### src/rtl/gpio_pkg.sv
// Shared constants for the GPIO port: address groups and write op codes.
// Assumes a 5-bit word address split as {group[2:0], op[1:0]}.
package gpio_pkg;
    localparam int ADDR_W = 5;
    localparam int GRP_W  = 3;
    localparam int OP_W   = 2;
    localparam int NREG   = 5;   // stored registers: dir, lat, odc, pull, chgen

    localparam logic [GRP_W-1:0] GRP_DIR   = 3'd0;
    localparam logic [GRP_W-1:0] GRP_PORT  = 3'd1;
    localparam logic [GRP_W-1:0] GRP_LAT   = 3'd2;
    localparam logic [GRP_W-1:0] GRP_ODC   = 3'd3;
    localparam logic [GRP_W-1:0] GRP_PULL  = 3'd4;
    localparam logic [GRP_W-1:0] GRP_CHGEN = 3'd5;

    localparam logic [OP_W-1:0] OP_WR  = 2'd0;
    localparam logic [OP_W-1:0] OP_CLR = 2'd1;
    localparam logic [OP_W-1:0] OP_SET = 2'd2;
    localparam logic [OP_W-1:0] OP_INV = 2'd3;
endpackage

### src/rtl/gpio_ctl_regs.sv
// Control register file: direction, latch, open-drain, pull-up, change-enable.
// Each register accepts replace, clear, set and invert writes. Port-group
// writes are steered to the latch. Assumes one write per cycle.
module gpio_ctl_regs
    import gpio_pkg::*;
#(
    parameter int N_PINS = 8
) (
    input  logic                 clk,
    input  logic                 rst_n,
    input  logic                 wr_en,
    input  logic [GRP_W-1:0]     wr_grp,
    input  logic [OP_W-1:0]      wr_op,
    input  logic [N_PINS-1:0]    wr_data,
    output logic [N_PINS-1:0]    dir_q,
    output logic [N_PINS-1:0]    lat_q,
    output logic [N_PINS-1:0]    odc_q,
    output logic [N_PINS-1:0]    pull_q,
    output logic [N_PINS-1:0]    chgen_q
);
    logic [N_PINS-1:0] regs_q [NREG];
    logic [NREG-1:0]   hit;

    // Compute the new register value for one write op.
    function automatic logic [N_PINS-1:0] apply_op(input logic [N_PINS-1:0] cur,
                                                   input logic [N_PINS-1:0] wd,
                                                   input logic [OP_W-1:0]  op);
        case (op)
            OP_WR:   apply_op = wd;
            OP_CLR:  apply_op = cur & ~wd;
            OP_SET:  apply_op = cur | wd;
            default: apply_op = cur ^ wd;
        endcase
    endfunction

    // Decode which stored register the write group selects.
    always_comb begin
        hit    = '0;
        hit[0] = (wr_grp == GRP_DIR);
        hit[1] = (wr_grp == GRP_LAT) || (wr_grp == GRP_PORT);
        hit[2] = (wr_grp == GRP_ODC);
        hit[3] = (wr_grp == GRP_PULL);
        hit[4] = (wr_grp == GRP_CHGEN);
    end

    for (genvar r = 0; r < NREG; r++) begin : g_reg
        // Hold or update one register on a matching write.
        always_ff @(posedge clk) begin
            if (!rst_n)
                regs_q[r] <= '0;
            else if (wr_en && hit[r])
                regs_q[r] <= apply_op(regs_q[r], wr_data, wr_op);
        end
    end

    assign dir_q   = regs_q[0];
    assign lat_q   = regs_q[1];
    assign odc_q   = regs_q[2];
    assign pull_q  = regs_q[3];
    assign chgen_q = regs_q[4];
endmodule

### src/rtl/gpio_sync.sv
// Multi-stage input synchronizer for a vector of pad inputs.
// Assumes each bit is treated independently (no bus coherency).
module gpio_sync #(
    parameter int N_PINS = 8,
    parameter int STAGES = 2
) (
    input  logic              clk,
    input  logic              rst_n,
    input  logic [N_PINS-1:0] d,
    output logic [N_PINS-1:0] q
);
    logic [N_PINS-1:0] stage_q [STAGES];

    for (genvar s = 0; s < STAGES; s++) begin : g_stage
        if (s == 0) begin : g_first
            // First stage samples the raw pads.
            always_ff @(posedge clk) begin
                if (!rst_n) stage_q[s] <= '0;
                else        stage_q[s] <= d;
            end
        end else begin : g_next
            // Later stages pass the previous stage on.
            always_ff @(posedge clk) begin
                if (!rst_n) stage_q[s] <= '0;
                else        stage_q[s] <= stage_q[s-1];
            end
        end
    end

    assign q = stage_q[STAGES-1];
endmodule

### src/rtl/gpio_pad_mux.sv
// Per-pin output path: peripheral override, then open-drain shaping.
// Purely combinational; assumes the register and peripheral inputs are synchronous.
module gpio_pad_mux #(
    parameter int N_PINS = 8
) (
    input  logic [N_PINS-1:0] dir_q,
    input  logic [N_PINS-1:0] lat_q,
    input  logic [N_PINS-1:0] odc_q,
    input  logic [N_PINS-1:0] per_en,
    input  logic [N_PINS-1:0] per_oe,
    input  logic [N_PINS-1:0] per_do,
    output logic [N_PINS-1:0] pad_o,
    output logic [N_PINS-1:0] pad_oe
);
    for (genvar p = 0; p < N_PINS; p++) begin : g_pin
        logic take_per;
        logic src_d;
        logic src_e;

        // Select the data and enable source, then apply open-drain.
        always_comb begin
            take_per = per_en[p] & per_oe[p];
            src_d    = take_per ? per_do[p] : lat_q[p];
            src_e    = take_per ? 1'b1      : dir_q[p];
            if (odc_q[p]) begin
                pad_o[p]  = 1'b0;
                pad_oe[p] = src_e & ~src_d;
            end else begin
                pad_o[p]  = src_d;
                pad_oe[p] = src_e;
            end
        end
    end
endmodule

### src/rtl/gpio_chg_det.sv
// Pin-change detector with snapshot register and sticky interrupt flag.
// Assumes snap_ld pulses for one cycle per port read.
module gpio_chg_det #(
    parameter int N_PINS = 8
) (
    input  logic              clk,
    input  logic              rst_n,
    input  logic [N_PINS-1:0] pin_s,
    input  logic [N_PINS-1:0] chgen_q,
    input  logic              snap_ld,
    output logic              irq
);
    logic [N_PINS-1:0] snap_q;
    logic              flag_q;
    logic              diff_any;

    // Any monitored pin differing from the snapshot.
    always_comb diff_any = |((pin_s ^ snap_q) & chgen_q);

    // Snapshot follows the level captured by each port read.
    always_ff @(posedge clk) begin
        if (!rst_n)       snap_q <= '0;
        else if (snap_ld) snap_q <= pin_s;
    end

    // Sticky flag: set on a monitored difference, cleared by a port read.
    always_ff @(posedge clk) begin
        if (!rst_n)       flag_q <= 1'b0;
        else if (snap_ld) flag_q <= 1'b0;
        else if (diff_any) flag_q <= 1'b1;
    end

    assign irq = flag_q;
endmodule

### src/rtl/gpio_port.sv
// GPIO port top: bus decode, register file, synchronizer, pad mux,
// change detector and registered read path. Assumes a single bus master
// with at most one read or write per cycle.
module gpio_port
    import gpio_pkg::*;
#(
    parameter int N_PINS = 8,
    parameter int SYNC_STAGES = 2
) (
    input  logic              clk,
    input  logic              rst_n,
    input  logic              wr_en,
    input  logic              rd_en,
    input  logic [ADDR_W-1:0] addr,
    input  logic [N_PINS-1:0] wr_data,
    output logic [N_PINS-1:0] rd_data,
    input  logic [N_PINS-1:0] pad_i,
    output logic [N_PINS-1:0] pad_o,
    output logic [N_PINS-1:0] pad_oe,
    output logic [N_PINS-1:0] pad_pu,
    input  logic [N_PINS-1:0] per_en,
    input  logic [N_PINS-1:0] per_oe,
    input  logic [N_PINS-1:0] per_do,
    output logic [N_PINS-1:0] per_di,
    output logic              irq
);
    logic [GRP_W-1:0]  grp;
    logic [OP_W-1:0]   op;
    logic [N_PINS-1:0] dir_q, lat_q, odc_q, pull_q, chgen_q;
    logic [N_PINS-1:0] pin_s;
    logic [N_PINS-1:0] rd_mux;
    logic              port_rd;

    assign grp = addr[ADDR_W-1:OP_W];
    assign op  = addr[OP_W-1:0];

    gpio_ctl_regs #(.N_PINS(N_PINS)) u_regs (
        .clk(clk), .rst_n(rst_n), .wr_en(wr_en), .wr_grp(grp), .wr_op(op),
        .wr_data(wr_data), .dir_q(dir_q), .lat_q(lat_q), .odc_q(odc_q),
        .pull_q(pull_q), .chgen_q(chgen_q)
    );

    gpio_sync #(.N_PINS(N_PINS), .STAGES(SYNC_STAGES)) u_sync (
        .clk(clk), .rst_n(rst_n), .d(pad_i), .q(pin_s)
    );

    gpio_pad_mux #(.N_PINS(N_PINS)) u_mux (
        .dir_q(dir_q), .lat_q(lat_q), .odc_q(odc_q), .per_en(per_en),
        .per_oe(per_oe), .per_do(per_do), .pad_o(pad_o), .pad_oe(pad_oe)
    );

    // Port read strobe drives snapshot load and interrupt clear.
    always_comb port_rd = rd_en && (grp == GRP_PORT);

    gpio_chg_det #(.N_PINS(N_PINS)) u_chg (
        .clk(clk), .rst_n(rst_n), .pin_s(pin_s), .chgen_q(chgen_q),
        .snap_ld(port_rd), .irq(irq)
    );

    // Select the readback word for the addressed group.
    always_comb begin
        case (grp)
            GRP_DIR:   rd_mux = dir_q;
            GRP_PORT:  rd_mux = pin_s;
            GRP_LAT:   rd_mux = lat_q;
            GRP_ODC:   rd_mux = odc_q;
            GRP_PULL:  rd_mux = pull_q;
            GRP_CHGEN: rd_mux = chgen_q;
            default:   rd_mux = '0;
        endcase
    end

    // Register the read data on each read strobe.
    always_ff @(posedge clk) begin
        if (!rst_n)     rd_data <= '0;
        else if (rd_en) rd_data <= rd_mux;
    end

    assign pad_pu = pull_q;
    assign per_di = pin_s;
endmodule

### config.mk
export PLATFORM = sky130hd
export DESIGN_NAME = gpio_port
export DESIGN_NICKNAME = d
export VERILOG_FILES = /design/src/rtl/gpio_pkg.sv /design/src/rtl/gpio_ctl_regs.sv /design/src/rtl/gpio_sync.sv /design/src/rtl/gpio_pad_mux.sv /design/src/rtl/gpio_chg_det.sv /design/src/rtl/gpio_port.sv
export SDC_FILE = /design/constraint.sdc
export NUM_CORES = 1
export LEC_CHECK = 0
export ABC_AREA = 1
export BUFFER_PORTS_ARGS = -buffer_cell sky130_fd_sc_hd__buf_4
export CAP_MARGIN = 10
export CORE_ASPECT_RATIO = 0.75
export CORE_MARGIN = 8
export CORE_UTILIZATION = 60
export DETAILED_ROUTE_END_ITERATION = 10
export PLACE_DENSITY = 0.83
export SYNTH_ARGS = -nofsm -noshare
export SYNTH_HDL_FRONTEND = slang
export SYNTH_HIERARCHICAL = 1
export SYNTH_SLANG_ARGS = --single-unit
### constraint.sdc
create_clock -name clk -period 2.7 [get_ports clk]
set_clock_uncertainty 0.1 [all_clocks]
set_input_delay 0.27 -clock clk [delete_from_list [all_inputs] [get_ports clk]]
set_output_delay 0.27 -clock clk [all_outputs]
set_load 0.03 [all_outputs]
==> results.txt, run 1 <==
The number of primary I/O pins is 90. The final hold violation count came out at 0. The clock tree from TritonCTS is built. The total number of vias is 6055.

The top-area cell type share of the netlist area came out at 19.8%. Compared with the post-synthesis result, the final layout area differs by 15.5%. Entering global routing, the biggest net connects 46 pins. The number of input and output port buffers inserted came out at 89. The highest net fanout along the worst path is 29. Prior to clock tree synthesis, the placed netlist has a worst setup slack of 0.710 ns. The share of the clock period used by the worst path is 64.5%. The maximum frequency from static timing analysis came out at 0.574 GHz. The signal on the critical path passes through buf_4, nand2_1, nor3_2, nand2_1, nor2_1.

Max-cap violations in this run came to 0. For the worst setup path, the data required time is 2.80 ns. Before antenna repair, the detailed router went through 6 iterations. The cell area after placement came out at 6720 sq um.

The remaining max-slew budget at the tightest pin is 48.2%. The most frequent cell on the critical path is nand2_1. The largest stage delay on the critical path is 0.67 ns. The arrival time of the worst setup path is 1.84 ns. The clock insertion delay at the later pin of the skew report is 0.34 ns.

The end-of-flow core utilization is 72.0%. The maximum clock insertion buffer count is 2. The routed design could run at a clock period as short as 1.74 ns. The detailed-routed wire length on met2 came out at 8340 microns.

The tree is rooted in a clkbuf_16. The final count of negative-setup-slack endpoints is 0. Dividing the detail-routed wire length by the instance count gives 17.3 microns. At the pin with the least slew margin, the transition time is 0.774 ns. STA classifies the critical path startpoint as a primary input. The flow ran to the end, and the final reports show no timing, DRC or antenna violations.

The sink count of the clock tree came out at 73. Once the clock tree was built, the setup fixing pass inserted 0 buffers. The startpoint identified for the worst hold timing path is pad_i[1]. The number of resized instances in the post-cts repair step is 0. The die height came out at 103 microns. Setup repair after global routing left no endpoint under its margin. The number of violations reported at the end of detailed-routing iteration 0 is 696. In the layout the commonest cells are nand2_1, nor2_1, inv_1. The effective utilization at floorplan is 62.3%. The detailed-route wire length came out at 18200 microns. Row generation in the floorplan step produced 31 rows.

The post-route worst setup slack is 0.958 ns. The highest metal layer carrying signal wires in the routed design is met4. The power per cell area is 451 nW/um^2. The number of global-route vias before repair came to 5894. Dividing the detail-routed via count by the number of cells gives 5.74. Adding up every negative setup slack in the final design gives 0 ns. The wire length of the first global-routing pass is 29400 microns. The critical path is of the primary input to flop type.

The tightest min-delay check is of the primary input to flop type. The post-CTS clock slew at the launch and capture registers of the worst setup and hold paths came out at 0.06 ns. The number of hold buffers added after CTS was 0. After detailed routing, the number of remaining DRC violations is 0. edfxtp_1 takes more of the synthesized area than any other cell. The number of H-tree levels came out at 3. The die area is 13600 sq um. The post-synthesis net count came out at 973. The netlist area before placement came out at 6070 sq um. STA classifies the critical path endpoint as a flop. The fraction of final layout cells sized beyond drive strength 1 came out at 16.8%.

The number of buffers and inverters on the critical path is 1. The total met3 wirelength after detailed routing is 1880 microns. The global-route congestion overflow total came out at 0. The slowest stage of the critical path belongs to the cell nor3_2. The number of antenna violations at the first check in global routing is 0. By area the synthesized netlist is led by edfxtp_1, ha_1, nand2_1. The final number of max-transition violations is 0. The floorplan die width is 132 microns. The number of clock buffers added by TritonCTS is 9. The count of nets after finishing is 1046. The count of non-filler cells in the finished layout is 1054.

The worst flop-to-flop path startpoint is u_regs/regs_q[3][4]$_SDFFCE_PN0P_. The leakage dissipation is 3.56 nW. The met1 routed wirelength after detailed routing came out at 7340 microns. The final design area excluding fillers is 7010 sq um.

The routability congestion estimate is 0.942. The distinct cell type count of the synthesized netlist came out at 30. The antenna violation net count after detailed routing is 0. Tracing the worst setup path back leads to its startpoint at addr[2]. In this run, placement finished with an instance count of 1038. After technology mapping, the gate count stands at 844. After synthesis, flip-flops and latches occupy 30.7% of the total area. The number of antenna diodes in the final layout is 0. The cell family with the largest share of critical-path delay is simple AND/OR/NAND/NOR gates. Counting flops and latches in the post-synthesis netlist gives 73. The global-route total usage across every layer is 27.1%. The average instance area after synthesis is 7.19 sq um. The maximum vdd ir drop is 0.000316 V. The floorplan step defined a core boundary enclosing 9740 sq um. The final HPWL from detailed placement came out at 13100 microns. The count of yosys warnings during synthesis came out at 6. Leaving out fill and tap cells, the most frequent cell in the layout is nand2_1.
[logic make-up (layout without fill, tap and decap cells)]
kind of cell,Yosys count,after routing,share of synthesized area [%]
buffers and inverters,147,225,11.1
AND/OR/NAND/NOR,459,459,34.0
flip-flops,73,73,30.7
AO/OA/AOI/OAI,85,85,7.69
adder cells (fa/ha/maj),80,80,16.5
[synthesized netlist by cell type (all sizes together)]
cell type  instances
o21ai             31
inv              110
nor2b              1
or2               33
nor2             120
nor3               1
nand4             38
nand3             66
ha                80
edfxtp            40
buf               30
dfxtp             33
a21oi             54
nand2            199
clkbuf             7
and3               1
[power by group]
part	total [mW]	leakage (nW)	switching (mW)	internal [mW]
Combinational	0.698	2.73	0.453	0.245
Sequential	1.30	0.688	0.0693	1.23
Clock	1.16	0.148	0.480	0.678
[worst register-to-register path: cells and delay by family (launching register included)]
family | cells | cell delay, ns
flip-flops | 1 | 0.49
AND/OR/NAND/NOR | 3 | 0.43
adder cells (fa/ha/maj) | 1 | 0.22
buffers and inverters | 1 | 0.11
[flip-flops by register name, summed over array words and instances (netlist names)]
register        count
u_sync/stage_q     16
u_chg/irq           1
u_regs/regs_q      40
u_chg/snap_q        8
rd_data             8
[stage by stage]
stage | hold slack [ns] | power, mW
global placement | 0.291 | 1.97
CTS | 0.00384 | 3.15
global route | 0.0112 | 3.29
finish | 0.0122 | 3.16
detailed placement | 0.301 | 2.00
floorplan | 0.262 | 1.75
[metal layers]
layer  GRT usage, %  vias to the layer above
met5              0                        -
met3           5.84                       75
met1           33.1                     2727
met2           45.0                      393
met4           13.9                        0
li1               -                     2860
[path summary, 6_finish.rpt]
kind	endpoint	slack, ns	cells after the start
worst max-delay path	u_regs/regs_q[2][4]$_SDFFCE_PN0P_	0.96	5
worst min-delay path	u_sync/stage_q[0][1]$_SDFF_PN0_	0.01	3
worst max register to register	u_regs/regs_q[3][4]$_SDFFCE_PN0P_	1.11	5
worst min register to register	u_sync/stage_q[1][5]$_SDFF_PN0_	0.32	2
[cell type report]
class	instances	area [sq um]
Clock inverter	6	38.8
Inverter	110	413
Timing Repair Buffer	99	743
Tap cell	132	165
Sequential cell	73	1860
Clock buffer	10	250
Fill cell	792	2730
Multi-Input combinational cell	624	3530
(Power assumes the default switching activity.)
==> run 2: changes to the inputs <==
ABC_AREA = 0   (was 1)
CORE_UTILIZATION = 58   (was 60)
PLACE_DENSITY = 0.81   (was 0.83)
clock period = 1.75 ns   (was 2.7 ns; I/O delays follow)
==> run 2 against run 1 <==
  * The run now ends with setup timing left
  * Synthesized cell count down 37%
  * Combinational power up 93%
  * Count of clock-buffer cells in the layout down 1
  * Utilization up 8.0 points
  * Synthesized area down 2.7%
  * Clock power up 67%
  * Final cell count down 16%
  * Non-clock buffer count up 124
  * Register-to-register slack worse by 1.2 ns
  * Worst hold slack better by 0.063 ns
  * First-iteration DRC count down 48%
  * Highest routed layer unchanged
==> results.txt, run 2 <==
The flow ran to the end, but the final reports show violations. The final reports fail on setup timing. The area taken by flip-flops and latches came out at 1860 sq um (unchanged).

The worst register-to-register path ends at u_regs/regs_q[2][5]$_SDFFCE_PN0P_. The total of flip-flops plus latches after synthesis is 73 (unchanged). The routability congestion estimate came out at 0.869 (-7.8%). In the post-synthesis netlist, the biggest area contributors are edfxtp_1, ha_1, mux4_2. The number of input and output port buffers inserted is 89 (unchanged). The area of the placeable core came out at 10100 sq um (+3.6%). The leakage dissipation is 3.80 nW (+6.8%). The clock tree from TritonCTS is built. Of all cell types, the one taking the most synthesized area is edfxtp_1. The proportion of register bits with asynchronous set or reset after synthesis is 0% (unchanged). In the finished design, the share of the clock period the worst path needs comes to 104%. The worst register-to-register path begins at u_regs/regs_q[2][5]$_SDFFCE_PN0P_. inv_1 is the most common cell in the netlist. The worst setup path is launched from a flop. The worst hold path begins at rd_en.

The register share of total power came out at 37.5% (-3.7 points). The antenna violation net count after detailed routing came out at 0 (unchanged). The detailed-routed wire length on met2 is 8900 microns (+6.7%).

The portion of the post-synthesis area used by sequential elements is 31.5% (+0.85 points). The highest metal layer carrying signal wires in the routed design is met4. The depth of the most critical reg-to-reg path came out at 5 (unchanged). The cell internal power dissipation came out at 3.71 mW (+72%). The post-synthesis net count came out at 659 (-32%).

The mean routed wirelength per cell is 20.0 microns (+15%). The final-layout worst hold slack came out at 0.0753 ns (+0.0631 ns). The overall power after layout is 5.27 mW (+67%).

The post-synthesis cell count came out at 530 (-37%). The highest net fanout along the worst path came to 2 (-93%). The wire length of the first global-routing pass came out at 26600 microns (-9.5%). The met1 routed wirelength after detailed routing is 6730 microns (-8.3%). The final number of max-transition violations came out at 0 (unchanged).

The filler cell count came out at 587 (-26%). The final count of negative-setup-slack endpoints came to 12 (+12). For this run, the leading register cell type out of synthesis is edfxtp_1. The kind of end point of the critical path is a flop. The final hold violation count came to 0 (unchanged). The number of antenna violations at the first check in global routing is 0 (unchanged).

The sum of negative setup slack came out at -0.263 ns (-0.263 ns). The number of vias per cell after detailed routing is 5.86 (+2.0%). The final HPWL from detailed placement was 12200 microns (-6.9%). Leaving out fill and tap cells, the most frequent cell in the layout is buf_4. The worst hold path depth is 2 (-1). Ranked by instance count, the synthesized netlist is headed by inv_1, ha_1, edfxtp_1. The area used by multi-input combinational logic is 3630 sq um (+2.6%). The maximum vdd ir drop is 0.000474 V (+50%). The die height came out at 103 microns (+0.29%). The total number of vias is 5198 (-14%). The post-CTS clock slew at the launch and capture registers of the worst setup and hold paths came out at 0.06 ns (about the same). The sink count of the clock tree is 73 (unchanged). The number of flip-flops under the largest register name is 40 (unchanged). The number of violations reported at the end of detailed-routing iteration 0 is 364 (-48%). The remaining max-slew budget at the tightest pin came out at 50.4% (+2.2 points).

The cell with the largest stage delay on the worst path is mux4_2. The average instance area after synthesis is 11.1 sq um (+55%). The number of flops mapped to enable cells by yosys was 40 (unchanged). The count of nets after finishing came out at 875 (-16%).

The area growth from synthesis to layout is 36.6%. The maximum clock insertion buffer count came out at 2 (unchanged). The critical path goes through buf_4, inv_1, ha_1, mux4_2, and2_4. The fraction of final layout cells sized beyond drive strength 1 came out at 43.9% (+27 points). The number of design rule violations left after detail routing came out at 0 (unchanged). The number of H-tree levels is 3 (unchanged). Setup repair after global routing could not meet its margin everywhere. The worst slack at placement is -0.0754 ns (-0.785 ns). The combinational fraction of design power is 25.6% (+3.5 points). The global-route congestion overflow total is 0 (unchanged). The clock network fraction of design power is 36.8% (about the same).

The global-route total usage across every layer is 24.8% (-2.3 points). The cell area after placement was 7180 sq um (+6.9%). The netlist area before placement came out at 5900 sq um (-2.7%). The maximum number of pins on one net before global-route repair came to 30 (-35%). The required time at the endpoint of the critical path came out at 1.75 ns (-1.05 ns).

The arrival time of the worst setup path was 1.82 ns (-0.02 ns). The power per cell area was 653 nW/um^2 (+45%). The post-route worst setup slack is -0.0706 ns (-1.03 ns). The final design area excluding fillers was 8070 sq um (+15%).

The endpoint with the worst hold slack is rd_data[1]$_SDFFE_PN0P_. The largest stage delay on the critical path came out at 0.47 ns (-0.20 ns). The number of placement rows came out at 32 (+3.2%).

The number of maximum-capacitance constraint violations came to 0 (unchanged). The detailed-route wire length came out at 17700 microns (-2.8%). The minimum clock period is 1.82 ns. The total inserted antenna cells came out at 0 (unchanged). The top cell types in the final layout, fill and taps aside, are buf_4, inv_1, ha_1. The CTS buffer count is 9 (unchanged). The total net switching power is 1.55 mW (+55%). Derived from the worst setup path, the maximum achievable clock frequency is 0.549 GHz. The transition time at the pin with the least slew margin is 0.744 ns (-0.0300 ns).

The CTS root buffer is clkbuf_16. The effective utilization at floorplan is 58.5% (-3.8 points). The path class of the tightest hold or removal check is primary input to flop. The die area came out at 13700 sq um (+0.58%).

The floorplan die width came to 133 microns (+0.30%). The number of global-route vias before repair came out at 5266 (-11%). The clock insertion delay at the later pin of the skew report is 0.34 ns (about the same). The top-area cell type share of the netlist area is 20.3% (+0.55 points). The switching part of the total power is 29.4% (-2.3 points). The critical path is of the flop to flop type. The number of primary I/O pins came out at 90 (unchanged). The distinct cell type count of the synthesized netlist came out at 48 (+60%). In the final layout, the registers with the most flip-flops are u_regs/regs_q (40), u_sync/stage_q (16). The total met3 wirelength after detailed routing is 1270 microns (-32%). u_regs/regs_q holds more flip-flops than any other register. The iteration count of the initial detailed-routing pass came to 5 (-1). The count of yosys warnings during synthesis is 6 (unchanged). The internal reg-to-reg setup slack is -0.07 ns (-1.18 ns).
==> run 2: how the worst max path moves through the flow <==
| stage | start | end | slack (ns) | cells past startpoint |
|---|---|---|---|---|
| after global placement | wr_data[2] | u_regs/regs_q[4][2]$_SDFFCE_PN0P_ | -0.008 | 5 |
| after floorplan | u_regs/regs_q[3][3]$_SDFFCE_PN0P_ | u_regs/regs_q[3][3]$_SDFFCE_PN0P_ | -0.07 | 4 |
| after global routing | u_regs/regs_q[2][0]$_SDFFCE_PN0P_ | pad_oe[0] | -0.12 | 4 |
| final | u_regs/regs_q[2][5]$_SDFFCE_PN0P_ | u_regs/regs_q[2][5]$_SDFFCE_PN0P_ | -0.07 | 5 |
| after detailed placement | wr_data[5] | u_regs/regs_q[3][5]$_SDFFCE_PN0P_ | -0.08 | 5 |
| after CTS | u_regs/regs_q[2][5]$_SDFFCE_PN0P_ | pad_oe[5] | -0.05 | 4 |
==> run 2: logic make-up (layout without fill, tap and decap cells) <==
logic type      after synthesis  count (layout)  share of synthesized area (%)
flops                        73              73                           31.5
mux                          63              63                           19.4
buf+inv                     109             330                           8.77
xor+xnor                      9               9                           1.34
compound gates               75              75                           9.77
fa+ha+maj                    80              80                           17.0
simple gates                121             121                           12.2
==> run 2: timing repair <==
action                                  CTS  global route
resized for setup                         8            32
endpoints found under the setup margin   17            43
buffers inserted                         19            29
hold endpoints to repair                  8             0
hold buffers                              8             0
pin swaps                                 2            16
==> run 2: layer usage <==
metal  track usage [%]  vias up
li1                  -     2320
met1              28.6     2554
met2              44.0      251
met3              4.87       73
met4              12.8        0
met5                 0        -
==> run 2: final cells by class <==
| class | instances | area share (%) |
|---|---|---|
| multi-input combinational | 348 | 44.9 |
| tap | 136 | 2.11 |
| timing repair buffer | 223 | 21.8 |
| clock buffer | 9 | 2.79 |
| clock inverter | 7 | 1.02 |
| inverter | 91 | 4.23 |
| sequential | 73 | 23.1 |
==> run 2: power groups by stage <==
| stage | Sequential [mW] | Combinational (mW) | Clock, mW |
|---|---|---|---|
| after global routing | 1.98 | 1.45 | 2.04 |
| after CTS | 1.97 | 1.25 | 1.93 |
| after detailed placement | 2.01 | 1.18 | 0 |
| after floorplan | 2.05 | 0.629 | 0 |
| final | 1.98 | 1.35 | 1.94 |
| after global placement | 2.01 | 1.11 | 0 |
==> run 2: per-stage QoR <==
stage               cells  utilization, %
global placement      815            71.2
global route          887            80.0
finish                887            80.0
floorplan             530               -
CTS                   858            76.7
detailed placement    815            71.2
==> run 2: worst max-delay path: cells and delay by family (launching register included) <==
kind,cells,cell delay (ns)
flip-flops,1,0.41
multiplexers,1,0.47
AND/OR/NAND/NOR,1,0.17
buffers and inverters,2,0.22
adder cells (fa/ha/maj),1,0.22
